## src/rtl/ust_pkg.sv

```systemverilog
// Package: shared frame-layout constants and widths for the UDP sample tap.
// Assumes untagged Ethernet followed by IPv4 without options.
package ust_pkg;
    localparam int SMP_W         = 32;
    localparam int SID_W         = 32;
    localparam int ETYPE_OFF     = 12;  // two bytes, network order
    localparam int VERIHL_OFF    = 14;  // version / header length byte
    localparam int PROTO_OFF     = 23;  // IP protocol byte
    localparam int DPORT_OFF     = 36;  // UDP destination port, two bytes
    localparam int VALUE_OFF     = 42;  // first payload byte
    localparam int SID_OFF       = 46;  // identifier after the value
    localparam logic [15:0] ETYPE_IPV4 = 16'h0800;
    localparam logic [7:0]  VERIHL_V4  = 8'h45;
    localparam logic [7:0]  PROTO_UDP  = 8'h11;

    // Payload captured by the parser for one sample.
    typedef struct packed {
        logic [SMP_W-1:0] value;
        logic [SID_W-1:0] sid;
    } ust_sample_t;
endpackage

```

## src/rtl/ust_frame_parser.sv

```systemverilog
// Module: ust_frame_parser
// Watches accepted beats and flags the one beat of a frame that completes
// a matching UDP sample. Header checks run on beat 0 and are kept in a
// register. The port, value and identifier are taken from beat 1.
// Assumes a 256-bit beat (all fields fall in beats 0 and 1) and a tkeep
// that is contiguous from lane 0.
module ust_frame_parser
    import ust_pkg::*;
#(
    parameter int DATA_W = 256,
    parameter int PORT_W = 16,
    localparam int BYTES  = DATA_W / 8,
    localparam int CNT_W  = $clog2(BYTES + 1)
) (
    input  logic               clk,
    input  logic               rst_n,
    input  logic               beat_fire,
    input  logic [DATA_W-1:0]  tdata,
    input  logic [BYTES-1:0]   tkeep,
    input  logic               tlast,
    input  logic [PORT_W-1:0]  cfg_port,
    input  logic               cfg_multi,
    output logic               hit,
    output ust_sample_t        hit_smp
);
    localparam int ET_LANE  = ETYPE_OFF  % BYTES;
    localparam int VH_LANE  = VERIHL_OFF % BYTES;
    localparam int PR_LANE  = PROTO_OFF  % BYTES;
    localparam int DP_LANE  = DPORT_OFF  % BYTES;
    localparam int VAL_LANE = VALUE_OFF  % BYTES;
    localparam int SID_LANE = SID_OFF    % BYTES;
    localparam logic [CNT_W-1:0] NEED_ONE = CNT_W'(VAL_LANE + SMP_W / 8);
    localparam logic [CNT_W-1:0] NEED_TWO = CNT_W'(SID_LANE + SID_W / 8);

    typedef enum logic [1:0] {B_HDR = 2'd0, B_PAY = 2'd1, B_REST = 2'd2} beat_e;

    beat_e               beat_q;
    logic                hdr_ok_q;
    logic                hdr_ok;
    logic                port_ok;
    logic                len_ok;
    logic [CNT_W-1:0]    keep_cnt;
    logic [PORT_W-1:0]   port_field;

    // Position of the current beat in its frame, moved only by accepted beats.
    always_ff @(posedge clk) begin
        if (!rst_n) begin
            beat_q <= B_HDR;
        end else if (beat_fire) begin
            if (tlast)                beat_q <= B_HDR;
            else if (beat_q == B_HDR) beat_q <= B_PAY;
            else                      beat_q <= B_REST;
        end
    end

    // Header checks on beat 0: EtherType, plain IPv4 header, UDP protocol.
    always_comb begin
        hdr_ok = ({tdata[8*ET_LANE +: 8], tdata[8*(ET_LANE+1) +: 8]} == ETYPE_IPV4)
              && (tdata[8*VH_LANE +: 8] == VERIHL_V4)
              && (tdata[8*PR_LANE +: 8] == PROTO_UDP);
    end

    // Hold the beat-0 verdict for use on beat 1; a one-beat frame never qualifies.
    always_ff @(posedge clk) begin
        if (!rst_n) begin
            hdr_ok_q <= 1'b0;
        end else if (beat_fire && beat_q == B_HDR) begin
            hdr_ok_q <= hdr_ok && !tlast;
        end
    end

    // Count valid lanes of the current beat.
    always_comb begin
        keep_cnt = '0;
        for (int i = 0; i < BYTES; i++) begin
            keep_cnt = keep_cnt + CNT_W'(tkeep[i]);
        end
    end

    // Beat-1 checks: destination port and enough payload for the chosen format.
    always_comb begin
        port_field = PORT_W'({tdata[8*DP_LANE +: 8], tdata[8*(DP_LANE+1) +: 8]});
        port_ok    = (port_field == cfg_port);
        len_ok     = cfg_multi ? (keep_cnt >= NEED_TWO) : (keep_cnt >= NEED_ONE);
        hit        = beat_fire && (beat_q == B_PAY) && hdr_ok_q && port_ok && len_ok;
    end

    // Assemble the value and identifier in network byte order.
    always_comb begin
        for (int i = 0; i < SMP_W / 8; i++) begin
            hit_smp.value[SMP_W-1-8*i -: 8] = tdata[8*(VAL_LANE+i) +: 8];
        end
        for (int i = 0; i < SID_W / 8; i++) begin
            hit_smp.sid[SID_W-1-8*i -: 8] = cfg_multi ? tdata[8*(SID_LANE+i) +: 8] : 8'h00;
        end
    end

    // one frame yields at most one sample; no two hits back to back.
    p_single_hit_r3: assert property (@(posedge clk) disable iff (!rst_n)
        hit |=> !hit);
endmodule

```

## src/rtl/ust_sample_slot.sv

```systemverilog
// Module: ust_sample_slot
// One-entry holding register between the parser and the scoring engine.
// It captures the sample with a snapshot of the tuning values. It discards
// a new sample if the slot is full and not being drained, and counts that.
// Assumes the downstream side takes a sample whenever valid and ready meet.
module ust_sample_slot
    import ust_pkg::*;
#(
    parameter int ORDER_W = 4,
    parameter int RATE_W  = 32,
    parameter int WIN_W   = 4,
    parameter int DROP_W  = 16
) (
    input  logic               clk,
    input  logic               rst_n,
    input  logic               hit,
    input  ust_sample_t        hit_smp,
    input  logic [ORDER_W-1:0] cfg_order,
    input  logic [RATE_W-1:0]  cfg_rate,
    input  logic [WIN_W-1:0]   cfg_win,
    input  logic               smp_ready,
    output logic               smp_valid,
    output logic [SMP_W-1:0]   smp_value,
    output logic [SID_W-1:0]   smp_sid,
    output logic [ORDER_W-1:0] smp_order,
    output logic [RATE_W-1:0]  smp_rate,
    output logic [WIN_W-1:0]   smp_win,
    output logic [DROP_W-1:0]  drop_count
);
    logic can_load;
    logic blocked;

    // Slot accepts a sample when empty or being drained this cycle.
    always_comb begin
        can_load = !smp_valid || smp_ready;
        blocked  = smp_valid && !smp_ready;
    end

    // Occupancy flag of the slot.
    always_ff @(posedge clk) begin
        if (!rst_n)        smp_valid <= 1'b0;
        else if (can_load) smp_valid <= hit;
    end

    // Sample and tuning snapshot, loaded only on an accepted hit.
    always_ff @(posedge clk) begin
        if (!rst_n) begin
            smp_value <= '0;
            smp_sid   <= '0;
            smp_order <= '0;
            smp_rate  <= '0;
            smp_win   <= '0;
        end else if (can_load && hit) begin
            smp_value <= hit_smp.value;
            smp_sid   <= hit_smp.sid;
            smp_order <= cfg_order;
            smp_rate  <= cfg_rate;
            smp_win   <= cfg_win;
        end
    end

    // Count samples lost to a full slot.
    always_ff @(posedge clk) begin
        if (!rst_n)              drop_count <= '0;
        else if (blocked && hit) drop_count <= drop_count + 1'b1;
    end

    // a blocked slot keeps its sample and its tuning snapshot.
    p_hold_r7: assert property (@(posedge clk) disable iff (!rst_n)
        (smp_valid && !smp_ready) |=> (smp_valid && $stable(smp_value)
            && $stable(smp_sid) && $stable(smp_order) && $stable(smp_rate) && $stable(smp_win)));

    // the drop counter moves only after a hit collided with a blocked slot.
    p_drop_step_r8: assert property (@(posedge clk) disable iff (!rst_n)
        (drop_count != $past(drop_count)) |-> $past(smp_valid && !smp_ready && hit));

    // the slot becomes occupied only after a parser hit.
    p_rise_after_hit_r3: assert property (@(posedge clk) disable iff (!rst_n)
        $rose(smp_valid) |-> $past(hit));
endmodule

```

## src/rtl/ust_score_hold.sv

```systemverilog
// Module: ust_score_hold
// Keeps the latest score returned by the scoring engine for host reads.
// Assumes one strobe per returned score.
module ust_score_hold #(
    parameter int SCORE_W = 32
) (
    input  logic               clk,
    input  logic               rst_n,
    input  logic               score_in_valid,
    input  logic [SCORE_W-1:0] score_in,
    output logic [SCORE_W-1:0] score_reg
);
    // Load the returned score on its strobe.
    always_ff @(posedge clk) begin
        if (!rst_n)              score_reg <= '0;
        else if (score_in_valid) score_reg <= score_in;
    end

    // a strobe lands the score in the register on the next cycle.
    p_score_load_r9: assert property (@(posedge clk) disable iff (!rst_n)
        score_in_valid |=> (score_reg == $past(score_in)));
endmodule

```

## src/rtl/udp_sample_tap.sv

```systemverilog
// Module: udp_sample_tap (top)
// Zero-latency pass-through of a wide AXI4-Stream packet path. A parser on
// the side taps UDP samples into a one-entry slot for a scoring engine, and
// a register holds the latest returned score.
// Assumes the downstream packet sink never depends on the tap's state.
module udp_sample_tap #(
    parameter int DATA_W  = 256,
    parameter int PORT_W  = 16,
    parameter int ORDER_W = 4,
    parameter int RATE_W  = 32,
    parameter int WIN_W   = 4,
    parameter int DROP_W  = 16,
    parameter int SCORE_W = 32,
    localparam int KEEP_W = DATA_W / 8
) (
    input  logic               clk,
    input  logic               rst_n,
    input  logic [DATA_W-1:0]  s_tdata,
    input  logic [KEEP_W-1:0]  s_tkeep,
    input  logic               s_tlast,
    input  logic               s_tvalid,
    output logic               s_tready,
    output logic [DATA_W-1:0]  m_tdata,
    output logic [KEEP_W-1:0]  m_tkeep,
    output logic               m_tlast,
    output logic               m_tvalid,
    input  logic               m_tready,
    input  logic [PORT_W-1:0]  cfg_port,
    input  logic               cfg_multi,
    input  logic [ORDER_W-1:0] cfg_order,
    input  logic [RATE_W-1:0]  cfg_rate,
    input  logic [WIN_W-1:0]   cfg_win,
    output logic               smp_valid,
    input  logic               smp_ready,
    output logic [31:0]        smp_value,
    output logic [31:0]        smp_sid,
    output logic [ORDER_W-1:0] smp_order,
    output logic [RATE_W-1:0]  smp_rate,
    output logic [WIN_W-1:0]   smp_win,
    output logic [DROP_W-1:0]  drop_count,
    input  logic               score_in_valid,
    input  logic [SCORE_W-1:0] score_in,
    output logic [SCORE_W-1:0] score_reg
);
    import ust_pkg::*;

    logic        beat_fire;
    logic        hit;
    ust_sample_t hit_smp;

    // Straight wiring of the packet path; no register on the way.
    always_comb begin
        m_tdata   = s_tdata;
        m_tkeep   = s_tkeep;
        m_tlast   = s_tlast;
        m_tvalid  = s_tvalid;
        s_tready  = m_tready;
        beat_fire = s_tvalid && m_tready;
    end

    ust_frame_parser #(
        .DATA_W (DATA_W),
        .PORT_W (PORT_W)
    ) u_parser (
        .clk       (clk),
        .rst_n     (rst_n),
        .beat_fire (beat_fire),
        .tdata     (s_tdata),
        .tkeep     (s_tkeep),
        .tlast     (s_tlast),
        .cfg_port  (cfg_port),
        .cfg_multi (cfg_multi),
        .hit       (hit),
        .hit_smp   (hit_smp)
    );

    ust_sample_slot #(
        .ORDER_W (ORDER_W),
        .RATE_W  (RATE_W),
        .WIN_W   (WIN_W),
        .DROP_W  (DROP_W)
    ) u_slot (
        .clk        (clk),
        .rst_n      (rst_n),
        .hit        (hit),
        .hit_smp    (hit_smp),
        .cfg_order  (cfg_order),
        .cfg_rate   (cfg_rate),
        .cfg_win    (cfg_win),
        .smp_ready  (smp_ready),
        .smp_valid  (smp_valid),
        .smp_value  (smp_value),
        .smp_sid    (smp_sid),
        .smp_order  (smp_order),
        .smp_rate   (smp_rate),
        .smp_win    (smp_win),
        .drop_count (drop_count)
    );

    ust_score_hold #(
        .SCORE_W (SCORE_W)
    ) u_score (
        .clk            (clk),
        .rst_n          (rst_n),
        .score_in_valid (score_in_valid),
        .score_in       (score_in),
        .score_reg      (score_reg)
    );

    // every parser hit leaves the slot occupied on the next cycle.
    p_emit_after_hit_r3: assert property (@(posedge clk) disable iff (!rst_n)
        hit |=> smp_valid);

    // the parser never fires on a beat that was not accepted.
    p_hit_needs_accept_r11: assert property (@(posedge clk) disable iff (!rst_n)
        (s_tvalid && !m_tready) |-> !hit);
endmodule

```

## config.mk

```make
export PLATFORM = sky130hd
export DESIGN_NAME = udp_sample_tap
export DESIGN_NICKNAME = d
export VERILOG_FILES = /design/src/rtl/ust_pkg.sv /design/src/rtl/ust_frame_parser.sv /design/src/rtl/ust_sample_slot.sv /design/src/rtl/ust_score_hold.sv /design/src/rtl/udp_sample_tap.sv
export SDC_FILE = /design/constraint.sdc
export NUM_CORES = 1
export LEC_CHECK = 0
export BUFFER_PORTS_ARGS = -buffer_cell sky130_fd_sc_hd__clkbuf_2
export CAP_MARGIN = 20
export CORE_AREA = 2 2 323 325
export CTS_CLUSTER_SIZE = 20
export DETAILED_ROUTE_END_ITERATION = 6
export DIE_AREA = 0 0 325 327
export MAX_ROUTING_LAYER = met4
export SLEW_MARGIN = 20
export SYNTH_ARGS = -nofsm -noshare
export SYNTH_HDL_FRONTEND = slang
export SYNTH_SLANG_ARGS = --single-unit
```

## constraint.sdc

```tcl
create_clock -name clk -period 18.1 [get_ports clk]
set_clock_uncertainty 0.15 [all_clocks]
set_input_delay 0.905 -clock clk [delete_from_list [all_inputs] [get_ports clk]]
set_output_delay 0.905 -clock clk [all_outputs]
set_load 0.05 [all_outputs]
```

; ---- Yosys cells after proc, flatten, opt, wreduce, memory -nomap -nowiden
; Index checks and enable logic that the tools add are counted.
[classes]
n_eq_ne = 5
magnitude_cmp = 2
reduce_logical = 17
addsub = 32
mux = 7
[ops]
columns = operator, n
row1 = $add A6 B1 Y6, 30
row2 = $mux W8, 4
row3 = $add A16 B1 Y16 const B, 1
row4 = $eq A16 B12 Y1 const B, 1
row5 = $eq A16 B16 Y1, 1
row6 = $logic_and A1 B1 Y1, 12
row7 = $eq A8 B5 Y1 const B, 1
row8 = $eq A8 B7 Y1 const B, 1
row9 = $ge A6 B4 Y1 const B, 1
row10 = $ge A6 B5 Y1 const B, 1
row11 = $mux W2, 2
row12 = $logic_not A1 Y1, 3
row13 = $add A1 B1 Y2, 1
row14 = $eq A2 B1 Y1 const B, 1
row15 = $logic_not A2 Y1, 1
row16 = $logic_or A1 B1 Y1, 1
row17 = $mux W1, 1
[word_totals]
regBits = 156
output_inout_bits = 444
inputBits = 384
elab_cells = 73

; ---- Logic depth before layout (Yosys ltp)
[depth]
ltp_word = 35
mapped_depth = 24
mapped_depth_nobuf = 20

; ---- By module
; Synthesis repeated with hierarchy kept, for this count alone.
[unflattened]
hier_cells = 1143
area_unflattened_um2 = 9477.8
[modules_own_cells]
columns = mod, instances, seq_area_each_um2, area_each_um2, cells_per_inst
row1 = ust_sample_slot, 1, 2422.3, 4317.9, 539
row2 = udp_sample_tap, 1, 0.0, 2190.9, 292
row3 = ust_frame_parser, 1, 60.1, 1725.4, 209
row4 = ust_score_hold, 1, 640.6, 1243.7, 103

; ---- Worst setup path before layout
; No wires, ideal clock.
[synth_timing]
path_kind = input to register
start = in s_tkeep[0]
end = reg u_slot.smp_order[0]
path_buffers = 3
t_required_ps = 17830
slack_ps = 10994
stages = 21
setup_ps = 120
arrival_time_ps = 6837
path_cell_list = ha_1 -> inv_1 -> fa_1 -> fa_1 -> fa_1 -> fa_1 -> fa_1 -> fa_1 -> inv_1 -> fa_1 -> inv_1 -> fa_1 -> mux2_1 -> a32oi_1 -> o211ai_1 -> or3b_1 -> or3_1 -> buf_2 -> buf_6 -> buf_6 -> mux2i_1
[synth_between]
elab_chain_len = 35
elab_cells_between_ends = 36
cone_classes = add/sub (31) / order compare (2) / mux (1) / reduce/logical (2)
[synth_rtl]
columns = element, line
row1 = from (decl), udp_sample_tap.sv:19  ; input logic [KEEP_W-1:0] s_tkeep,
row2 = $add A1 B1 Y2 *, ust_frame_parser.sv:76  ; keep_cnt = keep_cnt + CNT_W'(tkeep[i]);
row3 = $add A6 B1 Y6 * (30 in series), ust_frame_parser.sv:76
row4 = $ge A6 B4 Y1 / $ge A6 B5 Y1 (equally long branches), ust_frame_parser.sv:84  ; len_ok = cfg_multi ? (keep_cnt >= NEED_TWO) : (keep_cnt >= NEED_ONE);
row5 = $mux W1 *, ust_frame_parser.sv:84
row6 = $logic_and A1 B1 Y1 *, ust_frame_parser.sv:85  ; hit = beat_fire && (beat_q == B_PAY) && hdr_ok_q && port_ok && len_ok;
row7 = $logic_and A1 B1 Y1 *, ust_sample_slot.sv:53  ; end else if (can_load && hit) begin
row8 = to (signal assigned), ust_sample_slot.sv:56  ; smp_order <= cfg_order;
row9 = to (decl), ust_sample_slot.sv:25  ; output logic [ORDER_W-1:0] smp_order,
; Every way passes the cells marked *; elsewhere a longest branch is shown, timed or not.
; A chain may end at the register's enable or synchronous reset.

; ---- Worst setup path after layout
[layout_timing]
start = in s_tkeep[0]
end = reg u_slot.smp_sid[21]
[layout_between]
elab_chain_len = 35
elab_cells_between_ends = 36
cone_classes = add/sub (31) / order compare (2) / mux (1) / reduce/logical (2)
[layout_rtl]
columns = element, line
row1 = $add A1 B1 Y2 *, ust_frame_parser.sv:76
row2 = $add A6 B1 Y6 * (30 in series), ust_frame_parser.sv:76
row3 = $ge A6 B4 Y1 / $ge A6 B5 Y1 (equally long branches), ust_frame_parser.sv:84
row4 = $mux W1 *, ust_frame_parser.sv:84
row5 = $logic_and A1 B1 Y1 *, ust_frame_parser.sv:85
row6 = $logic_and A1 B1 Y1 *, ust_sample_slot.sv:53
row7 = to (signal assigned), ust_sample_slot.sv:55  ; smp_sid <= hit_smp.sid;
row8 = to (decl), ust_sample_slot.sv:24  ; output logic [SID_W-1:0] smp_sid,
; Marked as above.

==> metrics.md <==
| Metric | Value |
|---|---|
| Status | completed |
| CP endpoint kind | flop |
| VDD IR max | 0.0974 mV |
| Sw Ratio | 44.5% |
| Placed cell area | 11,500 sq um |
| H-Tree Depth | 4 |
| Syn nets | 1,542 |
| Die W | 325 um |
| Final net count | 1,709 |
| Clock latency on the worst-skew pair | 0.51 ns |
| Slew Viols, Final | 0 |
| Share of the synthesized area in the top cell type | 32.0% |
| Worst hold path class | flop to flop |
| Number of buffer cells added on primary ports | 491 |
| Cells after synthesis | 1,125 |
| Initial antenna violation count | 5 |
| Die area | 106,000 sq um |
| Comb power frac | 43.3% |
| Unrepaired setup endpoints after global routing | false |
| WS Path Type | primary input to flop |
| CTS buffer count | 17 |
| GRT Residual Overflow | 0 |
| Setup TNS | 0 ns |
| Worst-path clk slew | 0.08 ns |
| Initial Util | 9.48% |
| Routed Antenna Nets | 0 |
| Clock root cell | clkbuf_16 |
| DR iter-0 viols | 325 |
| Register area share after synthesis | 32.0% |
| Post-synth EDFFs | 0 |
| CTS hold repair buffers | 0 |
| Unique cell type count in the Yosys netlist | 45 |
| Max-slew headroom | 32.6% |
| CP required | 18.30 ns |
| Top cell type by total area after synthesis | dfxtp_1 |
| Psw | 575 uW |
| Area Growth Syn to Fin | 24.3% |
| Max FO, Critical Path | 54 |
| Detail Placement HPWL | 39,300 um |
| Tightest Pin Transition | 1.01 ns |
| Synth Area per Inst | 8.67 sq um |
| Post-CTS Resized | 0 |
| Number of synthesized register bits | 156 |
| # rows | 118 |
| Final setup fails | 0 |
| Layout cell share with drive strength beyond 1 | 40.9% |
| Residual DRC | 0 |
| Leakage | 0.00599 uW |
| # placed instances | 2,653 |
| Clk buf depth | 2 |
| Ys Warns | 0 |
| Startpoint types | primary input |
| Core Region | 103,000 sq um |
| Post-CTS Setup Inserts | 0 |
| Ports | 828 |
| Hold Vio Cnt, Final | 0 |
| Tcrit/Tclk final | 45.7% |
| Worst Slack Setup Final | 9.83 ns |
| Async SR Flop Fraction | 0% |
| # clock sinks | 156 |
| Place WS | 9.25 ns |
| Sequential power share | 27.1% |
| Netlist Area Pre-Place | 9760 sq um |
| Tot GR Track Use | 8.93% |
| CTS tree | done |
| Top cells by area, synth | dfxtp_1 32%, buf_4 22%, mux2i_1 14%, nand2_1 7.2%, fa_1 4.9% |
| WL per Instance | 17.6 um |
| Vias in the first global route | 7,859 |
| First drt pass iteration count | 4 |
| Design area | 12,100 sq um |
| Area taken by multi-input logic gates | 3990 sq um |
| Fmax | 0.121 GHz |
| Arrival time worst endpoint | 8.47 ns |
| Routability cong. | 0.851 |
| FF/Latch Area | 3120 sq um |
| Min Clock Period, post-route | 8.27 ns |
| R2R Setup Slk | 14.32 ns |
| Largest net degree at the start of global routing | 94 |
| Main synth FF type | dfxtp_1 |
| Cell Count, Final, Fillers Out | 2,689 |
| Max Cap Violations | 0 |
| Die Ht | 327 um |
| Pwr Density | 106 nW/um^2 |
| Tot Pwr | 1290 uW |
| # fillers | 11,900 |
| Cell-internal power | 717 uW |
| Routed wire length | 47,300 um |
| Global-route wire length before repair | 62,300 um |
| Clock share of power | 29.7% |
| Vias/cell | 3.02 |
| Routed vias | 8,127 |
[stage by stage]
step	hold WS [ns]	util (%)
after floorplan	0.300	-
after global placement	0.294	11.2
after detailed placement	0.305	11.2
after CTS	0.315	11.8
after global routing	0.327	11.8
final	0.310	11.8
[path summary, 6_finish.rpt]
kind / start / to / cells after the start
worst max-delay path: s_tkeep[0] / u_slot.smp_sid[21] / 21
worst min-delay path: u_slot.smp_win[2] / u_slot.smp_win[2] / 2
worst max register to register: u_parser.beat_q[1] / u_slot.smp_sid[21] / 8
worst min register to register: u_slot.smp_win[2] / u_slot.smp_win[2] / 2
[metal layers]
metal	routed length [um]	GRT usage [%]	share of wire, %
met3	4530	4.14	9.6
met5	0	-	0
met2	20000	12.7	42
met1	20500	10.3	43
met4	2250	4.98	4.8
[layout by cell type (no fill, tap or decap), types with 2 or more instances in the layout]
cell | netlist | routed
clkbuf_2 | 0 | 489
nand2_1 | 186 | 186
dfxtp_1 | 156 | 156
mux2i_1 | 136 | 136
inv_1 | 52 | 51
nor2_1 | 40 | 40
nand3_1 | 38 | 38
fa_1 | 24 | 24
xor2_1 | 18 | 18
clkbuf_16 | 0 | 17
a21oi_1 | 16 | 16
or4_1 | 13 | 13
o31ai_1 | 11 | 11
nand4_1 | 10 | 10
nor4_1 | 9 | 9
ha_1 | 9 | 9
inv_8 | 0 | 7
nand2b_1 | 6 | 6
buf_4 | 292 | 6
o311ai_0 | 5 | 5
o41ai_1 | 5 | 5
inv_6 | 0 | 5
diode_2 | 0 | 4
nor4b_1 | 5 | 4
nor2b_1 | 3 | 3
nand4b_1 | 3 | 3
and3_1 | 3 | 3
nor3_1 | 4 | 3
or3_1 | 4 | 3
o21a_1 | 2 | 2
o2111ai_1 | 2 | 2
o211ai_1 | 2 | 2
clkbuf_8 | 0 | 2
[layout make-up]
type	instances	area share, %
sequential	156	25.7
antenna	4	0.0825
timing repair buffer	497	20.7
clock inverter	14	1.14
inverter	52	1.61
tap	1380	14.2
multi-input combinational	568	32.9
clock buffer	18	3.62
[cells in the mapped netlist, types with 2 or more instances]
master / instances
nor2_1: 40
xor2_1: 18
nand2_1: 186
nor4_1: 9
nand4_1: 10
ha_1: 9
nor4b_1: 5
buf_4: 292
dfxtp_1: 156
nand2b_1: 6
nor3_1: 4
o31ai_1: 11
mux2i_1: 136
a21oi_1: 16
buf_2: 6
buf_6: 7
o41ai_1: 5
or3_1: 4
o21a_1: 2
clkbuf_1: 41
inv_1: 52
nand4b_1: 3
or4_1: 13
o2111ai_1: 2
nand3_1: 38
buf_1: 3
o311ai_0: 5
o211ai_1: 2
and3_1: 3
fa_1: 24
nor2b_1: 3
[cell families (layout without fill, tap and decap cells)]
logic type	count (synthesis)	after routing	synth area share (%)
buf+inv	401	581	27.3
simple gates	329	329	15.2
flops	156	156	32.0
mux	137	137	14.1
compound gates	51	51	3.72
fa+ha+maj	33	33	6.08
xor+xnor	18	18	1.62
other cells	0	4	0
[power by group through the flow]
stage	clock [uW]	sequential (uW)	combinational (uW)
floorplan	0	372	505
global placement	0	357	556
detailed placement	0	357	570
CTS	409	350	574
global route	416	350	621
finish	383	350	559
[worst max-delay path: stages]
cell and delay, ns:
clkbuf_2 0.09, ha_1 0.28, inv_1 0.07, fa_1 0.43
fa_1 0.54, fa_1 0.45, fa_1 0.56, fa_1 0.44
fa_1 0.49, inv_1 0.05, fa_1 0.48, inv_1 0.11
fa_1 0.48, mux2_1 0.32, a32oi_1 0.24, o211ai_1 0.14
or3b_1 0.56, or3_4 0.53, buf_4 0.37, buf_4 0.53
mux2i_1 0.23
Note: power is estimated with default switching activity, not from simulation.
